## config.mk

```make
export PLATFORM = sky130hd
export DESIGN_NAME = pattern_irq_port
export DESIGN_NICKNAME = d
export VERILOG_FILES = /design/src/rtl/pim_pkg.sv /design/src/rtl/pim_sync.sv /design/src/rtl/pim_cfg_regs.sv /design/src/rtl/pim_match.sv /design/src/rtl/pim_irq_flags.sv /design/src/rtl/pattern_irq_port.sv
export SDC_FILE = /design/constraint.sdc
export NUM_CORES = 1
export LEC_CHECK = 0
export ABC_AREA = 1
export ABC_CLOCK_PERIOD_IN_PS = 4370
export CORE_AREA = 4 4 85 87
export CTS_CLUSTER_DIAMETER = 60
export DETAILED_ROUTE_END_ITERATION = 10
export DIE_AREA = 0 0 89 91
export PLACE_DENSITY = 0.78
export SKIP_LAST_GASP = 1
export SYNTH_ARGS = -nofsm -noshare
export SYNTH_HDL_FRONTEND = slang
export SYNTH_HIERARCHICAL = 1
export SYNTH_SLANG_ARGS = --single-unit
```

## constraint.sdc

```tcl
create_clock -name clk -period 4.37 [get_ports clk]
set_clock_uncertainty 0.05 [all_clocks]
set_input_delay 0.874 -clock clk [delete_from_list [all_inputs] [get_ports clk]]
set_output_delay 0.874 -clock clk [all_outputs]
set_load 0.02 [all_outputs]
```

## src/rtl/pim_pkg.sv

```systemverilog
package pim_pkg;

   typedef enum logic [1:0] {
      PM_OFF = 2'd0,
      PM_AND = 2'd1,
      PM_OR  = 2'd2,
      PM_RSV = 2'd3
   } pmode_e;

   typedef enum logic [2:0] {
      CMD_NOP        = 3'd0,
      CMD_CLR_IP_IUS = 3'd1,
      CMD_SET_IUS    = 3'd2,
      CMD_CLR_IUS    = 3'd3,
      CMD_SET_IP     = 3'd4,
      CMD_CLR_IP     = 3'd5,
      CMD_SET_IE     = 3'd6,
      CMD_CLR_IE     = 3'd7
   } cmd_e;

   localparam int ADDR_W  = 3;
   localparam int GP_W    = 4;
   localparam int CMD_LSB = 5;
   localparam int CMD_W   = 3;

   localparam logic [ADDR_W-1:0] A_MASK  = 3'd0;
   localparam logic [ADDR_W-1:0] A_TRANS = 3'd1;
   localparam logic [ADDR_W-1:0] A_POL   = 3'd2;
   localparam logic [ADDR_W-1:0] A_INV   = 3'd3;
   localparam logic [ADDR_W-1:0] A_MODE  = 3'd4;
   localparam logic [ADDR_W-1:0] A_CMD   = 3'd5;

endpackage

```

## src/rtl/pim_sync.sv

```systemverilog
module pim_sync #(
   parameter int WIDTH  = 8,
   parameter int STAGES = 2
) (
   input  logic             clk,
   input  logic             rst_n,
   input  logic [WIDTH-1:0] d_async,
   output logic [WIDTH-1:0] d_sync
);

   logic [WIDTH-1:0] stg [STAGES];

   always_ff @(posedge clk or negedge rst_n) begin
      if (!rst_n) stg[0] <= '0;
      else        stg[0] <= d_async;
   end

   for (genvar k = 1; k < STAGES; k++) begin : g_stage
      always_ff @(posedge clk or negedge rst_n) begin
         if (!rst_n) stg[k] <= '0;
         else        stg[k] <= stg[k-1];
      end
   end

   assign d_sync = stg[STAGES-1];

endmodule

```

## src/rtl/pim_cfg_regs.sv

```systemverilog
module pim_cfg_regs
   import pim_pkg::*;
#(
   parameter int               WIDTH   = 8,
   parameter int               EDGE_MAX = 1,
   parameter logic [WIDTH-1:0] INV_RST = 8'h80
) (
   input  logic              clk,
   input  logic              rst_n,
   input  logic              port_en,
   input  logic              we,
   input  logic [ADDR_W-1:0] addr,
   input  logic [WIDTH-1:0]  wdata,
   output logic [WIDTH-1:0]  mask_q,
   output logic [WIDTH-1:0]  trans_q,
   output logic [WIDTH-1:0]  pol_q,
   output logic [WIDTH-1:0]  inv_q,
   output pmode_e            mode_q
);

   localparam int CNT_W = $clog2(WIDTH + 1);

   function automatic logic [CNT_W-1:0] popcnt(input logic [WIDTH-1:0] v);
      logic [CNT_W-1:0] n;
      n = '0;
      for (int i = 0; i < WIDTH; i++) n = n + CNT_W'(v[i]);
      return n;
   endfunction

   logic [WIDTH-1:0] cand_mask;
   logic [WIDTH-1:0] cand_trans;
   pmode_e           cand_mode;
   logic             legal;
   logic             upd;

   always_comb begin
      cand_mask  = mask_q;
      cand_trans = trans_q;
      cand_mode  = mode_q;
      if (we) begin
         case (addr)
            A_MASK:  cand_mask  = wdata;
            A_TRANS: cand_trans = wdata;
            A_MODE:  cand_mode  = pmode_e'(wdata[1:0]);
            default: ;
         endcase
      end
      legal = !((cand_mode == PM_AND) &&
                (popcnt(cand_mask & cand_trans) > CNT_W'(EDGE_MAX)));
      upd   = we && !port_en && legal;
   end

   always_ff @(posedge clk or negedge rst_n) begin
      if (!rst_n) begin
         mask_q  <= '0;
         trans_q <= '0;
         pol_q   <= '0;
         inv_q   <= INV_RST;
         mode_q  <= PM_OFF;
      end else if (upd) begin
         case (addr)
            A_MASK:  mask_q  <= wdata;
            A_TRANS: trans_q <= wdata;
            A_POL:   pol_q   <= wdata;
            A_INV:   inv_q   <= wdata;
            A_MODE:  mode_q  <= pmode_e'(wdata[1:0]);
            default: ;
         endcase
      end
   end

endmodule

```

## src/rtl/pim_match.sv

```systemverilog
module pim_match
   import pim_pkg::*;
#(
   parameter int WIDTH = 8
) (
   input  logic             clk,
   input  logic             rst_n,
   input  logic             port_en,
   input  logic [WIDTH-1:0] s_cur,
   input  logic [WIDTH-1:0] mask,
   input  logic [WIDTH-1:0] trans,
   input  logic [WIDTH-1:0] pol,
   input  pmode_e           mode,
   output logic             hit
);

   logic [WIDTH-1:0] s_prev;
   logic [WIDTH-1:0] cond;
   logic             all_ok;
   logic             any_ok;

   always_ff @(posedge clk or negedge rst_n) begin
      if (!rst_n) s_prev <= '0;
      else        s_prev <= s_cur;
   end

   for (genvar i = 0; i < WIDTH; i++) begin : g_bit
      logic lvl_ok;
      logic edg_ok;
      assign lvl_ok  = ~(s_cur[i] ^ pol[i]);
      assign edg_ok  = pol[i] ? (s_cur[i] & ~s_prev[i]) : (~s_cur[i] & s_prev[i]);
      assign cond[i] = trans[i] ? edg_ok : lvl_ok;
   end

   assign all_ok = &(cond | ~mask);
   assign any_ok = |(cond & mask);

   always_comb begin
      hit = 1'b0;
      if (port_en && (|mask)) begin
         case (mode)
            PM_AND:  hit = all_ok;
            PM_OR:   hit = any_ok;
            default: hit = 1'b0;
         endcase
      end
   end

endmodule

```

## src/rtl/pim_irq_flags.sv

```systemverilog
module pim_irq_flags
   import pim_pkg::*;
(
   input  logic            clk,
   input  logic            rst_n,
   input  logic            cmd_we,
   input  cmd_e            cmd_code,
   input  logic [GP_W-1:0] cmd_gp,
   input  logic            ack,
   input  logic            hit,
   output logic            ie_q,
   output logic            ip_q,
   output logic            ius_q,
   output logic [GP_W-1:0] gp_q
);

   logic ack_ok;
   logic ip_clr, ip_set;
   logic ius_clr, ius_set;
   logic ie_clr, ie_set;

   always_comb begin
      ack_ok  = ack && ie_q && ip_q;
      ip_clr  = ack_ok || (cmd_we && (cmd_code == CMD_CLR_IP_IUS || cmd_code == CMD_CLR_IP));
      ip_set  = (cmd_we && cmd_code == CMD_SET_IP) || (hit && ie_q);
      ius_clr = ack_ok || (cmd_we && (cmd_code == CMD_CLR_IP_IUS || cmd_code == CMD_CLR_IUS));
      ius_set = cmd_we && cmd_code == CMD_SET_IUS;
      ie_clr  = cmd_we && cmd_code == CMD_CLR_IE;
      ie_set  = cmd_we && cmd_code == CMD_SET_IE;
   end

   always_ff @(posedge clk or negedge rst_n) begin
      if (!rst_n) begin
         ie_q  <= 1'b0;
         ip_q  <= 1'b0;
         ius_q <= 1'b0;
         gp_q  <= '0;
      end else begin
         if (ip_clr)       ip_q <= 1'b0;
         else if (ip_set)  ip_q <= 1'b1;
         if (ius_clr)      ius_q <= 1'b0;
         else if (ius_set) ius_q <= 1'b1;
         if (ie_clr)       ie_q <= 1'b0;
         else if (ie_set)  ie_q <= 1'b1;
         if (cmd_we)       gp_q <= cmd_gp;
      end
   end

endmodule

```

## src/rtl/pattern_irq_port.sv

```systemverilog
module pattern_irq_port
   import pim_pkg::*;
#(
   parameter int               WIDTH       = 8,
   parameter int               SYNC_STAGES = 2,
   parameter int               EDGE_MAX    = 1,
   parameter logic [WIDTH-1:0] INV_RST     = 8'h80
) (
   input  logic              clk,
   input  logic              rst_n,
   input  logic              port_en,
   input  logic              cfg_we,
   input  logic [ADDR_W-1:0] cfg_addr,
   input  logic [WIDTH-1:0]  cfg_wdata,
   input  logic              ack,
   input  logic [WIDTH-1:0]  din,
   output logic              ie_o,
   output logic              ip_o,
   output logic              ius_o,
   output logic [GP_W-1:0]   gp_o,
   output logic              irq_o,
   output logic [WIDTH-1:0]  pins_o
);

   if (WIDTH < CMD_LSB + CMD_W) begin : g_bad_width
      $error("pattern_irq_port: WIDTH must hold the command field");
   end
   if (SYNC_STAGES < 2) begin : g_bad_sync
      $error("pattern_irq_port: SYNC_STAGES must be at least 2");
   end
   if (EDGE_MAX < 1 || EDGE_MAX > WIDTH) begin : g_bad_edge
      $error("pattern_irq_port: EDGE_MAX out of range");
   end

   logic [WIDTH-1:0] mask_q, trans_q, pol_q, inv_q;
   pmode_e           mode_q;
   logic [WIDTH-1:0] raw_sync;
   logic [WIDTH-1:0] s_cur;
   logic             hit;
   logic             cmd_we;
   cmd_e             cmd_code;
   logic             unused_wbit;

   pim_sync #(.WIDTH(WIDTH), .STAGES(SYNC_STAGES)) u_sync (
      .clk     (clk),
      .rst_n   (rst_n),
      .d_async (din),
      .d_sync  (raw_sync)
   );

   pim_cfg_regs #(.WIDTH(WIDTH), .EDGE_MAX(EDGE_MAX), .INV_RST(INV_RST)) u_cfg (
      .clk     (clk),
      .rst_n   (rst_n),
      .port_en (port_en),
      .we      (cfg_we),
      .addr    (cfg_addr),
      .wdata   (cfg_wdata),
      .mask_q  (mask_q),
      .trans_q (trans_q),
      .pol_q   (pol_q),
      .inv_q   (inv_q),
      .mode_q  (mode_q)
   );

   assign s_cur = raw_sync ^ inv_q;

   pim_match #(.WIDTH(WIDTH)) u_match (
      .clk     (clk),
      .rst_n   (rst_n),
      .port_en (port_en),
      .s_cur   (s_cur),
      .mask    (mask_q),
      .trans   (trans_q),
      .pol     (pol_q),
      .mode    (mode_q),
      .hit     (hit)
   );

   assign cmd_we      = cfg_we && (cfg_addr == A_CMD);
   assign cmd_code    = cmd_e'(cfg_wdata[CMD_LSB +: CMD_W]);
   assign unused_wbit = cfg_wdata[GP_W];

   pim_irq_flags u_flags (
      .clk      (clk),
      .rst_n    (rst_n),
      .cmd_we   (cmd_we),
      .cmd_code (cmd_code),
      .cmd_gp   (cfg_wdata[GP_W-1:0]),
      .ack      (ack),
      .hit      (hit),
      .ie_q     (ie_o),
      .ip_q     (ip_o),
      .ius_q    (ius_o),
      .gp_q     (gp_o)
   );

   assign irq_o  = ie_o && ip_o && !ius_o;
   assign pins_o = s_cur;

endmodule

```

## Word level (Yosys, flattened, before mapping)

Index checks and enable logic that the tools add are counted.

- Bits in registers: 65
- Input port bits: 24
- Output and inout port bits: 16
- Word-level logic and storage cells: 151

- $add $sub $neg: 7
- Magnitude comparators: 1
- Eq/ne operators: 15
- Multiplexer cells: 30
- Bitwise operators: 53
- Reduce and logical (&&, ||, !) cells: 33

Operator list:

| operator | number |
|---|---|
| $mux W8 | 4 |
| $add A4 B1 Y4 | 6 |
| $not A1 Y1 | 24 |
| $mux W1 | 23 |
| $eq A3 B3 Y1 const B | 6 |
| $and A1 B1 Y1 | 16 |
| $and A8 B8 Y8 | 2 |
| $logic_and A1 B1 Y1 | 16 |
| $reduce_or A8 Y1 | 2 |
| $eq A3 B2 Y1 const B | 4 |
| $not A8 Y8 | 1 |
| $or A8 B8 Y8 | 1 |
| $reduce_and A8 Y1 | 1 |
| $xor A1 B1 Y1 | 8 |
| $xor A8 B8 Y8 | 1 |
| $eq A3 B1 Y1 const B | 2 |
| $reduce_bool A2 Y1 | 3 |
| $logic_or A1 B1 Y1 | 5 |
| $eq A2 B1 Y1 const B | 2 |
| $gt A4 B1 Y1 const B | 1 |
| $mux W2 | 2 |
| $reduce_and A2 Y1 | 2 |
| $logic_not A1 Y1 | 3 |
| $logic_not A3 Y1 | 1 |
| 3 further kinds | 3 |

## Depth between registers and ports, before layout

Gate-level depths: netlist of the first run.

- Depth in word-level cells: 16
- Depth in mapped cells: 24
- Gate-level depth less buffers: 21

## Hierarchy

Netlist of the first run, hierarchy kept.

Modules (own cells, without submodules):

| module | times used | cells each | area an instance (um^2) | sequential area each (um^2) |
|---|---|---|---|---|
| pim_cfg_regs | 1 | 245 | 1971.9 | 852.1 |
| pim_match | 1 | 107 | 626.9 | 200.2 |
| pim_sync | 1 | 24 | 460.4 | 400.4 |
| pim_irq_flags | 1 | 40 | 324.1 | 175.2 |
| pattern_irq_port | 1 | 46 | 175.2 | 0.0 |

## Least setup slack after synthesis of the first run

Ideal clock, no wire load.

- Path type: input to register
- From: input port cfg_addr[2]
- To: register u_cfg.trans_q[7]
- Library setup time: 126 ps
- Arrival: 4591 ps
- Required time: 4194 ps
- Setup slack: -397 ps
- Cell stages on the path: 23
- Buffers on the path: 3
- Cell sequence: buf_6 > inv_1 > nand3_1 > inv_2 > buf_6 > nand2_1 > o21ai_1 > o21ai_1 > fa_1 > inv_1 > fa_1 > fa_1 > inv_1 > ha_1 > inv_1 > fa_1 > a21boi_0 > nand2_1 > nand3_4 > nand2_4 > buf_6 > nand2_1 > o21ai_1

- Cells in the longest elaborated chain, start to end: 15
- Elaborated cells on any way between the ends: 22
- Those cells by class: 7 x add/sub; 1 x order compare; 3 x eq/ne; 6 x mux; 1 x bitwise; 4 x reduce/logical

RTL lines:

| element | line | source |
|---|---|---|
| from (decl) | pattern_irq_port.sv:13 | `input logic [ADDR_W-1:0] cfg_addr,` |
| $eq A3 B1 Y1 / $logic_not A3 Y1 (equally long branches) | pim_cfg_regs.sv:41, pim_cfg_regs.sv:61 |  |
| $mux W8 | -- |  |
| $mux W8 | pim_cfg_regs.sv:40 | `if (we) begin` |
| $and A8 B8 Y8 | pim_cfg_regs.sv:49 | `(popcnt(cand_mask & cand_trans) > CNT_W'(EDGE_MAX)));` |
| $add A1 B1 Y2 | pim_cfg_regs.sv:26 | `for (int i = 0; i < WIDTH; i++) n = n + CNT_W'(v[i]);` |
| $add A4 B1 Y4 (6 in a row) | pim_cfg_regs.sv:26 |  |
| $gt A4 B1 Y1 | pim_cfg_regs.sv:49 |  |
| $logic_and A1 B1 Y1 | pim_cfg_regs.sv:48 | `legal = !((cand_mode == PM_AND) &&` |
| $logic_not A1 Y1 | pim_cfg_regs.sv:48 |  |
| $logic_and A1 B1 Y1 | pim_cfg_regs.sv:50 | `upd = we && !port_en && legal;` |
| to (signal assigned) | pim_cfg_regs.sv:63 | `A_TRANS: trans_q <= wdata;` |
| to (decl) | pim_cfg_regs.sv:15 | `output logic [WIDTH-1:0] trans_q,` |

Parallel ways exist; a longest one is shown, timed or not.
A chain may end at the register's enable or synchronous reset.

## Worst setup path in the final report of the first run

- From: input port cfg_addr[0]
- To: register u_cfg.inv_q[0]

- Cells in the longest elaborated chain, start to end: 16
- Elaborated cells on any way between the ends: 24
- Those cells by class: 7 x add/sub; 1 x order compare; 4 x eq/ne; 6 x mux; 1 x bitwise; 5 x reduce/logical

RTL lines:

| element | line | source |
|---|---|---|
| $eq A3 B1 Y1 / $logic_not A3 Y1 (equally long branches) | pim_cfg_regs.sv:41 | `case (addr)` |
| $mux W8 | -- |  |
| $mux W8 | pim_cfg_regs.sv:40 |  |
| $and A8 B8 Y8 | pim_cfg_regs.sv:49 |  |
| $add A1 B1 Y2 | pim_cfg_regs.sv:26 |  |
| $add A4 B1 Y4 (6 in a row) | pim_cfg_regs.sv:26 |  |
| $gt A4 B1 Y1 | pim_cfg_regs.sv:49 |  |
| $logic_and A1 B1 Y1 | pim_cfg_regs.sv:48 |  |
| $logic_not A1 Y1 | pim_cfg_regs.sv:48 |  |
| $logic_and A1 B1 Y1 | pim_cfg_regs.sv:50 |  |
| $reduce_and A2 Y1 (no source line) (*) | -- |  |
| to (signal assigned) | pim_cfg_regs.sv:65 | `A_INV: inv_q <= wdata;` |
| to (decl) | pim_cfg_regs.sv:17 | `output logic [WIDTH-1:0] inv_q,` |

Mark *: on every way between the ends. The rest lies on a longest branch, timed or not.

==> results of run 1 <==
## layout make-up
type,count,area (sq um)
clock buffers,10,137.6
fillers,466,1697
repair buffers,86,787.0
inverters,57,226.5
clock inverters,6,50.05
flip-flops and latches,65,1628
well taps,77,96.34
multi-input cells,321,1728
## worst max path at each step
stage	from	cells after the start	end	slack (ps)
5_1_grt	cfg_addr[0]	20	u_cfg/inv_q[0]	-290
3_5_place_dp	cfg_addr[0]	18	u_cfg/trans_q[0]	-910
2_1_floorplan	cfg_addr[2]	23	u_cfg/trans_q[7]	-160
3_3_place_gp	cfg_addr[0]	19	u_cfg/mask_q[0]	-760
4_1_cts	cfg_addr[1]	20	u_cfg/inv_q[3]	-80
6_report	cfg_addr[0]	20	u_cfg/inv_q[0]	-130
## Yosys cell counts
library cell,number
buf_4,10
dfrtp_1,64
nand3_1,33
nand2_1,176
a21oi_1,4
inv_2,1
ha_1,5
nor2_2,2
o21a_1,1
nor3_2,1
nand3_2,3
dfstp_2,1
o21ai_2,2
nand2_2,2
nand3_4,1
clkbuf_1,2
o21ai_1,22
buf_6,7
nand4_1,16
nor2_1,24
nand3b_1,2
nor4_1,2
or2_2,2
inv_1,56
o21ai_0,13
nand2_4,1
nor2_4,2
buf_1,1
fa_1,4
a21oi_2,1
a21boi_0,1
## report_power, final
group | switching [uW] | total [uW] | internal [uW]
Sequential | 147 | 865 | 718
Clock | 255 | 481 | 227
Combinational | 379 | 698 | 318
Total | 781 | 2040 | 1260
## metal layers
metal	vias to the layer above	track usage
li1	1614	-
met1	1598	0.3176
met2	147	0.3787
met3	28	0.05520
met4	0	0.1191
met5	-	0
## timing repair
item / in CTS / in global routing
gates resized for setup: 45 / 23
pin swaps: 17 / 15
gates cloned: 1 / 0
endpoints found under the setup margin: 34 / 34
setup buffers: 5 / 6
## flip-flops by register name (all words and copies together) (netlist names)
name,count
u_flags/gp_q,4
u_sync/stg,8
u_flags/ius_q,1
u_cfg/mask_q,8
u_cfg/mode_q,2
u_cfg/trans_q,8
u_flags/ie_q,1
u_match/s_prev,8
u_cfg/pol_q,8
u_cfg/inv_q,8
u_flags/ip_q,1
u_sync/d_sync,8
## through the flow
| stage | worst slack [ps] | hold slack, ps | setup TNS [ps] |
|---|---|---|---|
| after floorplan | -164.8 | 281.2 | -4695 |
| after global placement | -758.5 | 281.3 | -25220 |
| after detailed placement | -913.3 | 285.5 | -29510 |
| after CTS | -78.42 | 303.7 | -1524 |
| after global routing | -285.7 | 310.7 | -8520 |
| final | -132.3 | 302.1 | -3434 |
## cells by family after synthesis
logic type,synth area share
AO/OA/AOI/OAI,0.06646
buffers and inverters,0.1065
adder cells (fa/ha/maj),0.04009
AND/OR/NAND/NOR,0.3295
flip-flops,0.4575
## critical path, cell delays in order
cell and delay [ps]:
buf_12 110, nor2_4 160, nand2_4 110, o21ai_4 160, nand2_1 80, o21ai_2 170
fa_1 430, inv_1 80, fa_1 440, fa_1 450, inv_1 70, ha_2 180
inv_2 40, fa_1 470, a21boi_2 180, nand2_2 90, nand3_4 180, nand3_4 200
nand2_2 160, nand2_1 60
==> key figures, run 1 <==
Status
  – Status: finished with violations
  – Failing checks: negative setup slack

Cells and area
  – Ant diodes: 0
  – Fraction of layout cells with a size suffix above 1: 0.2367
  – Core Util, Final: 0.7328
  – Layout area overhead: 30.77%
  – Most frequent cells in the layout: nand2_1 (152), dfrtp_1 (64), inv_1 (51)
  – Fin cells: 622
  – Finished Cell Area: 0.004653 sq mm
  – # nets final: 573
  – Commonest non-fill, non-tap cell in the layout: nand2_1

Worst setup path
  – R2r worst-path depth: 18
  – Crit Path Class: input port to flip-flop
  – Critical R2R Capture: u_cfg/inv_q[0]
  – Setup crit start kind: input port
  – Crit path capture type: flip-flop
  – CP max FO: 8
  – Worst path required time: 4570 ps
  – R2r setup slk: 260 ps
  – R2r startpoint: u_cfg/mask_q[1]
  – Arrival @ worst endpoint: 4700 ps

STA
  – Tmin final: 4502 ps
  – Final Cycle Share: 1.030
  – Setup violators final: 34
  – RSZ-0062 raised after global routing: true
  – Worst-Margin Slew: 989.1 ps
  – Slew Limit Fails: 0
  – Slew headroom: 0.3406
  – Fin worst setup slack: -132.3 ps
  – Hold Fails Final Rpt: 0
  – F_max: 0.2221 GHz

Clock network
  – Clock-pin slew on the worst setup and hold paths: 80 ps
  – CTS hold repair buffers: 0
  – Clk root buf: clkbuf_8
  – CTS tree: yes
  – Clock latency on the worst-skew pair: 350 ps
  – H-tree levels: 3
  – Clock sinks: 65
  – TritonCTS Buffers: 9
  – Clock Tree Buf Depth: 2

Placement
  – Placed Instances: 594
  – Placed Area: 0.004198 sq mm
  – Global placement routability congestion: 0.9397
  – Hpwl dp: 6.556 mm
  – I/O Buffers: 39

Floorplanning
  – I/O pins: 40
  – Die area: 0.008099 sq mm
  – # rows: 29
  – Die height: 91 microns
  – Chip width: 89 microns
  – Initial Util: 0.5604
  – CORE AREA: 0.006350 sq mm

Detailed routing
  – Post-Route WL: 9.451 mm
  – DR DRC count: 0
  – Via density: 5.445
  – Metal3 WL: 613 microns
  – DR pass1 iterations: 5
  – Post-route ant nets: 0
  – Avg WL per Cell: 15.19 microns
  – Vias: 3387
  – 1st-iter DRT viols: 215
  – Met2 WL post-DR: 4.598 mm
  – Met1 WL: 3.995 mm
  – Top Metal Used: met4

Min path
  – Hold Path End: u_sync/d_sync[3]
  – WHS Path Cells: 0
  – HP Start: u_sync/stg[11]
  – Worst min path class: flip-flop to flip-flop

Logic synthesis
  – Post-synthesis sequential area ratio: 0.4575
  – #FFs+latches synth: 65
  – Syn Inst Count: 462
  – Syn_nets: 495
  – Post-synth top area share: 0.4501
  – Syn_area_per_cell: 7.702 sq um
  – Synth Cell Area: 0.003558 sq mm
  – Top post-synthesis cells by area: dfrtp_1 (45%), nand2_1 (19%), inv_1 (5.9%), nand3_1 (4.6%), o21ai_1 (3.1%)
  – Synth warn: 6
  – Synth area leader: dfrtp_1
  – Synth cell types: 31

Run
  – Max cap viols: 0

Global route
  – Total GRT Usage: 0.2432
  – Largest net degree at the start of global routing: 47
  – Initial antenna violation count: 0
  – Total gr overflow: 0
  – Vias in the first global route: 3289
  – First-pass GRT wire length: 15.08 mm

Power
  – Power Total: 2044 uW
  – Pwr Density: 439.3 mW/mm^2
  – Peak supply drop: 291.5 uV
  – P_leak: 0.002321 uW
Note: power is estimated with default switching activity, not from simulation.
==> run 2: changes to the inputs <==
- CORE_AREA: 4 4 85 87 -> 2 2 83 85
- CTS_CLUSTER_SIZE: unset -> 8
- DIE_AREA: 0 0 89 91 -> 0 0 85 87
==> key figures, run 2 (synthesis results as in run 1) <==
STA
  – RSZ-0062 raised after global routing: true
  – Final Cycle Share: 1.021
  – Worst-Margin Slew: 820.2 ps
  – Fin worst setup slack: -91.90 ps
  – Setup violators final: 34
  – F_max: 0.2241 GHz
  – Tmin final: 4462 ps
  – Hold Fails Final Rpt: 0
  – Slew Limit Fails: 0
  – Slew headroom: 0.4519

Worst setup path
  – Crit path capture type: flip-flop
  – R2r worst-path depth: 19
  – Crit Path Class: input port to flip-flop
  – Critical R2R Capture: u_cfg/trans_q[3]
  – CP max FO: 15
  – Most frequent CP cell: fa_1
  – Critical path's slowest cell: fa_1
  – Arrival @ worst endpoint: 4640 ps
  – Setup crit start kind: input port
  – R2r setup slk: 290 ps
  – Crit path to: u_cfg/trans_q[3]
  – Worst path required time: 4550 ps
  – CP max stage delay: 520 ps
  – CP cell instances: clkdlybuf4s15_1 > or2_4 > o21ai_4 > o21ai_2 > fa_1 > inv_2 > fa_1 > fa_1 > inv_1 > ha_2 > inv_2 > fa_1 > a21boi_2 > nand2_2 > nand3_4 > buf_4 > nand2_8 > nand2_2 > o21ai_2
  – Setup crit start: cfg_wdata[3]
  – R2r startpoint: u_cfg/mask_q[0]

Floorplanning
  – Die area: 0.007395 sq mm
  – Die height: 87 microns
  – Initial Util: 0.5417
  – I/O pins: 40
  – CORE AREA: 0.006569 sq mm
  – Chip width: 85 microns
  – # rows: 30

Power
  – Sw frac: 0.3713
  – Clock Power Share: 0.244
  – Flop pwr share: 0.416
  – Internal: 1316 uW
  – Psw: 777.1 uW
  – Pwr Density: 441.2 mW/mm^2
  – P_leak: 0.002369 uW
  – Peak supply drop: 279.1 uV
  – Logic pwr share: 0.340

Min path
  – Worst min path class: flip-flop to flip-flop
  – WHS Path Cells: 0

Clock network
  – H-tree levels: 3
  – Clock sinks: 65
  – Clock-pin slew on the worst setup and hold paths: 80 ps
  – CTS tree: yes
  – Clk root buf: clkbuf_8
  – TritonCTS Buffers: 9
  – CTS hold repair buffers: 0
  – Clock Tree Buf Depth: 2
  – Clock latency on the worst-skew pair: 350 ps

Placement
  – Placed Area: 0.004217 sq mm
  – Global placement routability congestion: 0.8986
  – Placed Instances: 599
  – I/O Buffers: 39
  – Hpwl dp: 6.545 mm
  – Worst slack at placement: -830.5 ps

Run
  – Max cap viols: 0

Global route
  – First-pass GRT wire length: 15.40 mm
  – Grt peak-use layer: met2
  – Total gr overflow: 0
  – Global Route met1 Usage: 0.3412
  – Initial antenna violation count: 0
  – Total GRT Usage: 0.2700
  – Largest net degree at the start of global routing: 37
  – M2 GR Usage: 0.4524
  – Vias in the first global route: 3297
  – Grt met3 use: 0.06540

Cells and area
  – Ant diodes: 0
  – Fraction of layout cells with a size suffix above 1: 0.2632
  – Layout area overhead: 33.33%
  – Commonest non-fill, non-tap cell in the layout: nand2_1
  – Core Util, Final: 0.7223
  – Fin cells: 631
  – Most frequent cells in the layout: nand2_1 (141), dfrtp_1 (64), inv_1 (50)
  – Finished Cell Area: 0.004745 sq mm
  – # nets final: 579

Detailed routing
  – Avg WL per Cell: 14.81 microns
  – Post-Route WL: 9.348 mm
  – Via density: 5.287
  – 1st-iter DRT viols: 282
  – DR DRC count: 0
  – Post-route ant nets: 0
  – Vias: 3336
  – DR pass1 iterations: 5

Status
  – Failing checks: negative setup slack
  – Status: finished with violations
==> run 2: cell types whose count changed in the layout (fill, tap and decap cells not counted), sizes merged <==
cell / previous run / this run
inv: 59 / 57
bufinv: 0 / 1
bufbuf: 0 / 1
clkdlybuf4s15: 1 / 3
clkinvlp: 2 / 1
dlygate4sd2: 3 / 1
clkinv: 2 / 4
buf: 51 / 56
==> run 2: cell type report <==
| type | instances | area (sq um) |
|---|---|---|
| clock buffers | 10 | 127.6 |
| clock inverters | 6 | 68.82 |
| fillers | 471 | 1824 |
| inverters | 57 | 229.0 |
| multi-input cells | 321 | 1750 |
| flip-flops and latches | 65 | 1628 |
| well taps | 80 | 100.1 |
| repair buffers | 92 | 840.8 |
==> run 2: worst max-delay path, delay by kind of cell <==
kind            cells  cell delay [ps]
compound gates      4              370
fa+ha+maj           5             2100
buf+inv             5              550
simple gates        5              710
==> run 2: how the worst min path moves through the flow <==
stage	start	endpoint
floorplan	u_sync/stg[8]	u_sync/d_sync[0]
global placement	u_sync/stg[9]	u_sync/d_sync[1]
detailed placement	u_sync/stg[8]	u_sync/d_sync[0]
CTS	u_sync/stg[8]	u_sync/d_sync[0]
global route	u_sync/stg[12]	u_sync/d_sync[4]
finish	u_sync/stg[12]	u_sync/d_sync[4]
==> run 2: per-layer routing <==
metal  up-vias  wire, microns
met2       124           4567
met4         0            159
met3        16            611
li1       1621              -
met5         -              0
met1      1575           4010
==> run 2: what timing repair did <==
item                       4_1_cts  5_1_grt
setup endpoints to repair       34       34
pin swaps                       17       15
gates resized for setup         52       31
cloned                           2        0
buffers inserted                 9        5
==> run 2: through the flow <==
stage / total power [uW] / setup TNS [ps] / hold slack (ps)
6_report: 2093 / -2117 / 302.2
5_1_grt: 2222 / -6237 / 308.6
4_1_cts: 2053 / -280.6 / 304.3
3_5_place_dp: 1494 / -27450 / 286.3
3_3_place_gp: 1466 / -23930 / 283.1
2_1_floorplan: 1229 / -4695 / 281.2
==> run 2: power by group through the flow <==
stage / sequential [uW] / combinational, uW / clock [uW]
final: 870 / 712 / 511
after global routing: 887 / 794 / 541
after CTS: 859 / 676 / 518
after detailed placement: 864 / 630 / 0
after global placement: 860 / 607 / 0
after floorplan: 841 / 388 / 0
